### src/rtl/hamm_pkg.sv
package hamm_pkg;

  typedef enum logic [1:0] {
    ST_CLEAN    = 2'd0,
    ST_CHK_HIT  = 2'd1,
    ST_DATA_FIX = 2'd2,
    ST_UNCORR   = 2'd3
  } dec_status_e;

  function automatic bit is_pow2(int unsigned v);
    return (v != 0) && ((v & (v - 1)) == 0);
  endfunction

  // Smallest check count p with 2^p >= data + p + 1
  function automatic int unsigned chk_bits(int unsigned dw);
    int unsigned p;
    p = 1;
    while ((1 << p) < dw + p + 1) p++;
    return p;
  endfunction

  // Position (1-based) of data bit idx
  function automatic int unsigned data_pos(int unsigned idx);
    int unsigned cnt;
    int unsigned res;
    cnt = 0;
    res = 0;
    for (int unsigned p = 1; p < 64; p++) begin
      if (!is_pow2(p) && res == 0) begin
        if (cnt == idx) res = p;
        cnt++;
      end
    end
    return res;
  endfunction

  // Frame bits covered by check bit j (bit p-1 = position p)
  function automatic logic [31:0] cover_mask(int unsigned j, int unsigned fw);
    logic [31:0] m;
    m = '0;
    for (int unsigned p = 1; p <= 32; p++)
      if (p <= fw && ((p >> j) & 1) == 1) m[p-1] = 1'b1;
    return m;
  endfunction

endpackage

### src/rtl/hamm_enc.sv
module hamm_enc
  import hamm_pkg::*;
#(
  parameter int unsigned DATA_W = 7,
  localparam int unsigned P_W = chk_bits(DATA_W),
  localparam int unsigned F_W = DATA_W + P_W
) (
  input  logic [DATA_W-1:0] data_i,
  output logic [F_W-1:0]    frame_o
);

  logic [31:0] mask;

  always_comb begin
    frame_o = '0;
    mask    = '0;
    for (int unsigned i = 0; i < DATA_W; i++)
      frame_o[data_pos(i)-1] = data_i[i];
    // check positions are still zero here, so each group XOR sees data only
    for (int unsigned j = 0; j < P_W; j++) begin
      mask = cover_mask(j, F_W);
      frame_o[(1 << j)-1] = ^(frame_o & mask[F_W-1:0]);
    end
  end

endmodule

### src/rtl/hamm_syn.sv
module hamm_syn
  import hamm_pkg::*;
#(
  parameter int unsigned DATA_W = 7,
  localparam int unsigned P_W = chk_bits(DATA_W),
  localparam int unsigned F_W = DATA_W + P_W
) (
  input  logic [F_W-1:0] frame_i,
  output logic [P_W-1:0] syn_o
);

  for (genvar j = 0; j < P_W; j++) begin : g_grp
    localparam logic [31:0] MASK = cover_mask(j, F_W);
    assign syn_o[j] = ^(frame_i & MASK[F_W-1:0]);
  end

endmodule

### src/rtl/hamm_fix.sv
module hamm_fix
  import hamm_pkg::*;
#(
  parameter int unsigned DATA_W = 7,
  localparam int unsigned P_W = chk_bits(DATA_W),
  localparam int unsigned F_W = DATA_W + P_W
) (
  input  logic [F_W-1:0]    frame_i,
  input  logic [P_W-1:0]    syn_i,
  output logic [DATA_W-1:0] data_o,
  output dec_status_e       status_o
);

  localparam logic [P_W-1:0] LAST_POS = P_W'(F_W);

  logic [F_W-1:0] fixed;

  always_comb begin
    fixed    = frame_i;
    status_o = ST_CLEAN;
    if (syn_i == '0) begin
      status_o = ST_CLEAN;
    end else if ($countones(syn_i) == 1) begin
      status_o = ST_CHK_HIT;
    end else if (syn_i > LAST_POS) begin
      status_o = ST_UNCORR;
    end else begin
      status_o = ST_DATA_FIX;
      for (int unsigned p = 0; p < F_W; p++)
        if (syn_i == P_W'(p + 1)) fixed[p] = ~frame_i[p];
    end
  end

  always_comb begin
    data_o = '0;
    for (int unsigned i = 0; i < DATA_W; i++)
      data_o[i] = fixed[data_pos(i)-1];
  end

endmodule

### src/rtl/hamm_codec.sv
module hamm_codec
  import hamm_pkg::*;
#(
  parameter int unsigned DATA_W = 7,
  localparam int unsigned P_W = chk_bits(DATA_W),
  localparam int unsigned F_W = DATA_W + P_W
) (
  input  logic              clk_i,
  input  logic              rst_ni,
  input  logic              enc_valid_i,
  input  logic [DATA_W-1:0] enc_data_i,
  output logic              enc_valid_o,
  output logic [F_W-1:0]    enc_frame_o,
  input  logic              dec_valid_i,
  input  logic [F_W-1:0]    dec_frame_i,
  output logic              dec_valid_o,
  output logic [DATA_W-1:0] dec_data_o,
  output logic [P_W-1:0]    dec_syndrome_o,
  output logic [1:0]        dec_status_o
);

  localparam logic [P_W-1:0] LAST_POS = P_W'(F_W);

  // Encode path
  logic [F_W-1:0] enc_frame_c;

  hamm_enc #(.DATA_W(DATA_W)) u_enc (
    .data_i  (enc_data_i),
    .frame_o (enc_frame_c)
  );

  always_ff @(posedge clk_i or negedge rst_ni) begin
    if (!rst_ni) begin
      enc_valid_o <= 1'b0;
      enc_frame_o <= '0;
    end else begin
      enc_valid_o <= enc_valid_i;
      if (enc_valid_i) enc_frame_o <= enc_frame_c;
    end
  end

  // Decode path
  logic [P_W-1:0]    syn_c;
  logic [DATA_W-1:0] data_c;
  dec_status_e       status_c;

  hamm_syn #(.DATA_W(DATA_W)) u_syn (
    .frame_i (dec_frame_i),
    .syn_o   (syn_c)
  );

  hamm_fix #(.DATA_W(DATA_W)) u_fix (
    .frame_i  (dec_frame_i),
    .syn_i    (syn_c),
    .data_o   (data_c),
    .status_o (status_c)
  );

  always_ff @(posedge clk_i or negedge rst_ni) begin
    if (!rst_ni) begin
      dec_valid_o    <= 1'b0;
      dec_data_o     <= '0;
      dec_syndrome_o <= '0;
      dec_status_o   <= '0;
    end else begin
      dec_valid_o <= dec_valid_i;
      if (dec_valid_i) begin
        dec_data_o     <= data_c;
        dec_syndrome_o <= syn_c;
        dec_status_o   <= status_c;
      end
    end
  end


  enc_latency_chk: assert property (@(posedge clk_i) disable iff (!rst_ni)
    enc_valid_i |=> enc_valid_o);

  enc_idle_chk: assert property (@(posedge clk_i) disable iff (!rst_ni)
    !enc_valid_i |=> !enc_valid_o && $stable(enc_frame_o));

  enc_map_chk: assert property (@(posedge clk_i) disable iff (!rst_ni)
    enc_valid_i |=> (enc_frame_o[data_pos(0)-1] == $past(enc_data_i[0])) &&
                    (enc_frame_o[data_pos(DATA_W-1)-1] == $past(enc_data_i[DATA_W-1])));

  dec_latency_chk: assert property (@(posedge clk_i) disable iff (!rst_ni)
    dec_valid_i |=> dec_valid_o);

  dec_idle_chk: assert property (@(posedge clk_i) disable iff (!rst_ni)
    !dec_valid_i |=> !dec_valid_o && $stable(dec_data_o) && $stable(dec_status_o));

  clean_syn_chk: assert property (@(posedge clk_i) disable iff (!rst_ni)
    (dec_valid_o && dec_status_o == ST_CLEAN) |-> dec_syndrome_o == '0);

  chk_hit_syn_chk: assert property (@(posedge clk_i) disable iff (!rst_ni)
    (dec_valid_o && dec_status_o == ST_CHK_HIT) |-> $countones(dec_syndrome_o) == 1);

  data_fix_syn_chk: assert property (@(posedge clk_i) disable iff (!rst_ni)
    (dec_valid_o && dec_status_o == ST_DATA_FIX) |->
      ($countones(dec_syndrome_o) > 1) && (dec_syndrome_o <= LAST_POS));

  uncorr_syn_chk: assert property (@(posedge clk_i) disable iff (!rst_ni)
    (dec_valid_o && dec_status_o == ST_UNCORR) |-> dec_syndrome_o > LAST_POS);

endmodule

### config.mk
export PLATFORM = sky130hd
export DESIGN_NAME = hamm_codec
export DESIGN_NICKNAME = d
export VERILOG_FILES = /design/src/rtl/hamm_pkg.sv /design/src/rtl/hamm_enc.sv /design/src/rtl/hamm_syn.sv /design/src/rtl/hamm_fix.sv /design/src/rtl/hamm_codec.sv
export SDC_FILE = /design/constraint.sdc
export NUM_CORES = 1
export LEC_CHECK = 0
export CAP_MARGIN = 10
export CELL_PAD_IN_SITES_DETAIL_PLACEMENT = 1
export CELL_PAD_IN_SITES_GLOBAL_PLACEMENT = 2
export CORE_MARGIN = 2
export CORE_UTILIZATION = 37
export CTS_BUF_LIST = sky130_fd_sc_hd__clkbuf_4 sky130_fd_sc_hd__clkbuf_8
export DETAILED_ROUTE_END_ITERATION = 8
export DONT_BUFFER_PORTS = 1
export PLACE_DENSITY_LB_ADDON = 0.1
export SLEW_MARGIN = 10
export SYNTH_ARGS = -nofsm -noshare
export SYNTH_HDL_FRONTEND = slang
export SYNTH_SLANG_ARGS = --single-unit
export TNS_END_PERCENT = 50
### constraint.sdc
create_clock -name clk_i -period 0.8 [get_ports clk_i]
set_clock_uncertainty 0.05 [all_clocks]
set_input_delay 0.08 -clock clk_i [delete_from_list [all_inputs] [get_ports clk_i]]
set_output_delay 0.08 -clock clk_i [all_outputs]
set_load 0.02 [all_outputs]
# [Word level (Yosys, flattened, before mapping)]
# Cells that the tools add are included.
[op_classes] n_addsub=3 n_lt_le_gt_ge=1 n_eq_ne=12 reduce_logical=9 bitwise_logic=11 n_mux=17
[op_table] op="XOR reduction 11 bit" count=8
[op_table] op="2-to-1 mux 11 bit" count=3
[op_table] op="adder 32 bit" count=1
[op_table] op="equality test 32 x 2 -> 1 bit (second input constant)" count=1
[op_table] op="equality test 4 x 3 -> 1 bit (second input constant)" count=4
[op_table] op="equality test 4 bit (second input constant)" count=4
[op_table] op="2-to-1 mux 1 bit" count=12
[op_table] op="inverter 1 bit" count=11
[op_table] op="equality test 4 x 2 -> 1 bit (second input constant)" count=2
[op_table] op="adder 1 x 1 -> 2 bit" count=2
[op_table] op="equality test 4 x 1 -> 1 bit (second input constant)" count=1
[op_table] op="> comparator 4 bit (second input constant)" count=1
[op_table] op="zero test 4 bit" count=1
[op_table] op="2-to-1 mux 2 bit" count=2
[word_totals] ff_bits=26 in_bits=22 elab_cells=59 output_inout_bits=26

# [Longest topological paths before layout]
[depth] word_depth=6 depth_mapped=11 ltp_nobuf=10

# [Cells and area by module]
# From an unflattened synthesis, not the netlist that was laid out.
[unflattened] cells_unflattened=116 hier_area_um2=1551.5
[modules_own_cells] mod="hamm_codec" cells_each=52 n_inst=1 seq_area_each_um2=650.6 area_per_inst_um2=980.9
[modules_own_cells] mod="hamm_fix" cells_each=36 n_inst=1 seq_area_each_um2=0.0 area_per_inst_um2=284.0
[modules_own_cells] mod="hamm_enc" cells_each=16 n_inst=1 seq_area_each_um2=0.0 area_per_inst_um2=146.4
[modules_own_cells] mod="hamm_syn" cells_each=12 n_inst=1 seq_area_each_um2=0.0 area_per_inst_um2=140.1

# [Least setup slack after synthesis]
# No wires, ideal clock.
[synth_path] path_type="in2reg" startpoint="input dec_frame_i[2]" endpoint="register dec_data_o[4]" setup_ps=90 arrival_time_ps=2498 required_time_ps=660 slack_ps=-1838 path_buffers=1 stages=11 path_cell_list="xor2_1 > xnor3_2 > inv_1 > ha_1 > inv_1 > ha_1 > fa_1 > or3b_1 > clkbuf_1 > a41o_1 > o221ai_1"
[synth_via] elab_chain_len=6 word_cells_on_any_way=12 classes_between="2 x add/sub; 1 x order compare; 2 x eq/ne; 4 x mux; 3 x reduce/logical"
[synth_lines] item="start, declared" line_no="hamm_codec.sv:15" rtl="input logic [F_W-1:0] dec_frame_i,"
[synth_lines] item="XOR reduction 11 bit (*)" line_no="hamm_syn.sv:14" rtl="assign syn_o[j] = ^(frame_i & MASK[F_W-1:0]);"
[synth_lines] item="net syn_c[1]" line_no="hamm_codec.sv:43" rtl="logic [P_W-1:0] syn_c;"
[synth_lines] item="adder 1 x 1 -> 2 bit (not written as such) or equality test 4 bit (tied branches)" line_no="hamm_fix.sv:23, hamm_fix.sv:30"
[synth_lines] item="adder 32 bit (not written as such) or 2-to-1 mux 1 bit (tied branches)" line_no="hamm_fix.sv:23, hamm_fix.sv:30"
[synth_lines] item="equality test 32 x 2 -> 1 bit or 2-to-1 mux 11 bit (tied branches)" line_no="hamm_fix.sv:23, hamm_fix.sv:25"
[synth_lines] item="2-to-1 mux 11 bit" line_no="hamm_fix.sv:23" rtl="end else if ($countones(syn_i) == 1) begin"
[synth_lines] item="2-to-1 mux 11 bit (*)" line_no="hamm_fix.sv:21" rtl="if (syn_i == '0) begin"
[synth_lines] item="end signal, assigned" line_no="hamm_codec.sv:68" rtl="dec_data_o <= data_c;"
[synth_lines] item="end, declared" line_no="hamm_codec.sv:17" rtl="output logic [DATA_W-1:0] dec_data_o,"
# The timed path passes the listed nets; every way through them passes the cells marked *.
# A chain may end at the register's enable or synchronous reset.

# [Worst setup path after layout]
[layout_path] startpoint="input dec_frame_i[2]" endpoint="register dec_data_o[0]"
[layout_via] elab_chain_len=6 word_cells_on_any_way=13 classes_between="2 x add/sub; 1 x order compare; 2 x eq/ne; 4 x mux; 1 x bitwise; 3 x reduce/logical"
[layout_lines] item="XOR reduction 11 bit (*)" line_no="hamm_syn.sv:14"
[layout_lines] item="net syn_c[1]" line_no="hamm_codec.sv:43"
[layout_lines] item="adder 1 x 1 -> 2 bit (not written as such) or equality test 4 x 2 -> 1 bit (tied branches)" line_no="hamm_fix.sv:23, hamm_fix.sv:30"
[layout_lines] item="adder 32 bit (not written as such) or 2-to-1 mux 1 bit (tied branches)" line_no="hamm_fix.sv:23, hamm_fix.sv:30"
[layout_lines] item="equality test 32 x 2 -> 1 bit or 2-to-1 mux 11 bit (tied branches)" line_no="hamm_fix.sv:23, hamm_fix.sv:25"
[layout_lines] item="2-to-1 mux 11 bit" line_no="hamm_fix.sv:23"
[layout_lines] item="2-to-1 mux 11 bit (*)" line_no="hamm_fix.sv:21"
# Marks and branches as above.

==> qor.yml <==
outcome:
  status: "finished with violations"
  failed_checks: "hold timing, setup timing"
logic_synthesis:
  async_flop_share_pct: 100
  ys_warn_count: 0
  yosys.area.top_type: "dfrtp_1"
  synthCells: 142
  synth-edff-count: 0
  synth_nets: 174
  synth.distinct_cells: 32
  ys_ff_latch: 26
  avgSynthCellArea_um2: 11.2
  ys_top_cells_by_area: "dfrtp_1 (41%), mux2_2 (7.8%), ha_1 (7.1%)"
  synth_ff_type: "dfrtp_1"
  yosysSeqAreaShare_pct: 40.8
  synth_area_um2: 1590
  synth_top_area_share_pct: 40.8
pwr:
  finalPower_mw: 6.00
  leakage_nw: 1.10
  peakVddDrop_mv: 0.933
  powerDensity_nw_per_um2: 2490
grt:
  grt_pass1_wl_mm: 6.97
  grt_max_degree: 33
  antenna_found_initial: 0
  grt_usage_pct: 17.9
  grt_pass1_vias: 1425
  gr-total-overflow: 0
cts:
  cts_sinks: 26
  clk_path_buf_depth: 2
  path_clk_slew_ns: 0.09
  h-tree-depth: 1
  clock_latency_ns: 0.27
  cts_tree: "yes"
  root_buffer: "clkbuf_8"
  cts_hold_buf: 10
  cts_buffers: 3
drt:
  drt_first_pass_iters: 3
  vias_per_cell: 5.17
  drtIter0Drc: 30
  post_drt_wl_per_cell_um: 16.8
  ant_nets: 0
  dr_total_vias: 1298
  routed_wirelength_mm: 4.23
  drcViolationCount: 0
timing:
  worst_slack_ns: -1.50
  drv_slew: 0
  worst_pin_slew_ns: 0.302
  fin_crit_sh_pct: 288
  maxSlewHeadroom_pct: 79.8
  hold_slack_ns: -0.218
  hold_viol_final: 14
  setup-violations-final: 47
  clock.fmax_mhz: 435
  fin_crit_ns: 2.30
  rsz0062_at_grt: "true"
critical_path:
  endpoint: "dec_data_o[0]$_DFFE_PN0P_"
  rrSetupSlack_ns: -0.16
  startpoint: "dec_frame_i[2]"
  rr_worst_depth: 2
  cp.required_ns: 0.95
  cp_data_arrival_time_ns: 2.45
  path_max_fanout: 4
  crit_type: "input pin to register"
  worstSetupStartpointType: "input pin"
  rr_startpoint: "enc_frame_o[7]$_DFFE_PN0P_"
  timing.rr.end: "enc_frame_o[7]$_DFFE_PN0P_"
  end_kind: "register"
floorplan:
  pin_count: 48
  die_h_um: 69.6
  fp-row-count: 23
  core_um2: 4060
  dieArea_um2: 4850
  die_w_um: 69.6
  initial_core_util_pct: 39.3
final_layout:
  antenna_cells: 0
  drive_gt1_share_pct: 47.8
  fin_nets: 234
  final_cell_mix: "buf_6 (25), buf_4 (25), dfrtp_1 (23)"
  syn2layout_area_growth_pct: 51.5
min_path:
  hp-class: "input pin to register"
job:
  cap_violations: 0
placement:
  gp_congestion: 0.815
  place_ws_ns: -1.84
  hpwl_mm: 2.96
  port_buffers: 0
-- flip-flops by register name (all words and copies together) (netlist names) --
signal	flops
enc_frame_o	11
dec_data_o	7
dec_syndrome_o	4
dec_status_o	2
dec_valid_o	1
enc_valid_o	1
-- what timing repair did --
| item | CTS | global route |
|---|---|---|
| endpoints found under the setup margin | 46 | 49 |
| buffers inserted | 4 | 3 |
| pin swaps | 10 | 3 |
| resized for setup | 35 | 15 |
| endpoints found under the hold margin | 52 | 14 |
| gates cloned | 1 | 0 |
-- layout make-up --
type | instances | area, um^2
Fill cell | 423 | 1650
Timing Repair Buffer | 60 | 574
Sequential cell | 26 | 654
Multi-Input combinational cell | 97 | 1010
Clock buffer | 4 | 55.1
Tap cell | 50 | 62.6
Inverter | 14 | 52.6
-- synthesized netlist by cell type, types with 4 or more instances --
cell,n
mux2_2,11
nand4_1,6
nor2_1,6
a41o_1,5
ha_1,9
clkbuf_1,4
xnor2_1,12
o221ai_1,6
inv_1,14
dfrtp_1,26
nand2b_1,5
nand2_1,8
-- power breakdown --
part           switching [mW]  internal, mW  leakage (nW)
clock                   0.410         0.440        0.0288
combinational            1.57          1.85         0.766
sequential              0.185          1.56         0.302
-- how the worst min path moves through the flow --
stage | from | endpoint | slack [ns] | depth (start not counted)
floorplan | rst_ni | dec_data_o[0]$_DFFE_PN0P_ | -0.27 | 0
global placement | rst_ni | enc_frame_o[3]$_DFFE_PN0P_ | -0.26 | 0
detailed placement | rst_ni | enc_frame_o[6]$_DFFE_PN0P_ | -0.26 | 0
CTS | dec_valid_i | dec_valid_o$_DFF_PN0_ | -0.23 | 0
global route | dec_valid_i | dec_valid_o$_DFF_PN0_ | -0.24 | 0
finish | dec_valid_i | dec_valid_o$_DFF_PN0_ | -0.22 | 0
-- metal layers --
| metal | part of all wire [%] | wire length (um) | global-route usage [%] |
|---|---|---|---|
| met1 | 42 | 1780 | 21.8 |
| met2 | 52 | 2190 | 32.2 |
| met3 | 4.3 | 183 | 2.47 |
| met4 | 1.7 | 71 | 6.62 |
| met5 | 0 | 0 | 0 |
-- cells by family after synthesis --
family / share of synthesized area (%)
adders and majority gates: 8.33
xor gates and xnor gates: 16.0
muxes: 7.78
buffers and inverters: 4.87
DFF: 40.8
AOI/OAI and AO/OA: 11.6
and+or+nand+nor: 10.5
-- through the flow --
stage	TNS (ns)	util [%]	hold slack (ns)	cells	cell area, um^2
after floorplan	-16.28	-	-0.266	142	1640
after global placement	-15.97	49.0	-0.265	229	1990
after detailed placement	-17.10	49.0	-0.265	229	1990
after CTS	-21.28	57.8	-0.229	248	2350
after global routing	-18.26	59.5	-0.240	251	2410
final	-16.54	59.5	-0.218	251	2410
-- critical path, cell delays in order --
cell     delay (ns)
xor2_4         0.16
xnor3_2        0.41
inv_2          0.06
ha_4           0.26
inv_2          0.04
ha_4           0.15
fa_2           0.57
nor3b_2        0.07
or4_1          0.52
a31oi_1        0.13
No activity file was read; power rests on OpenSTA's default activity.
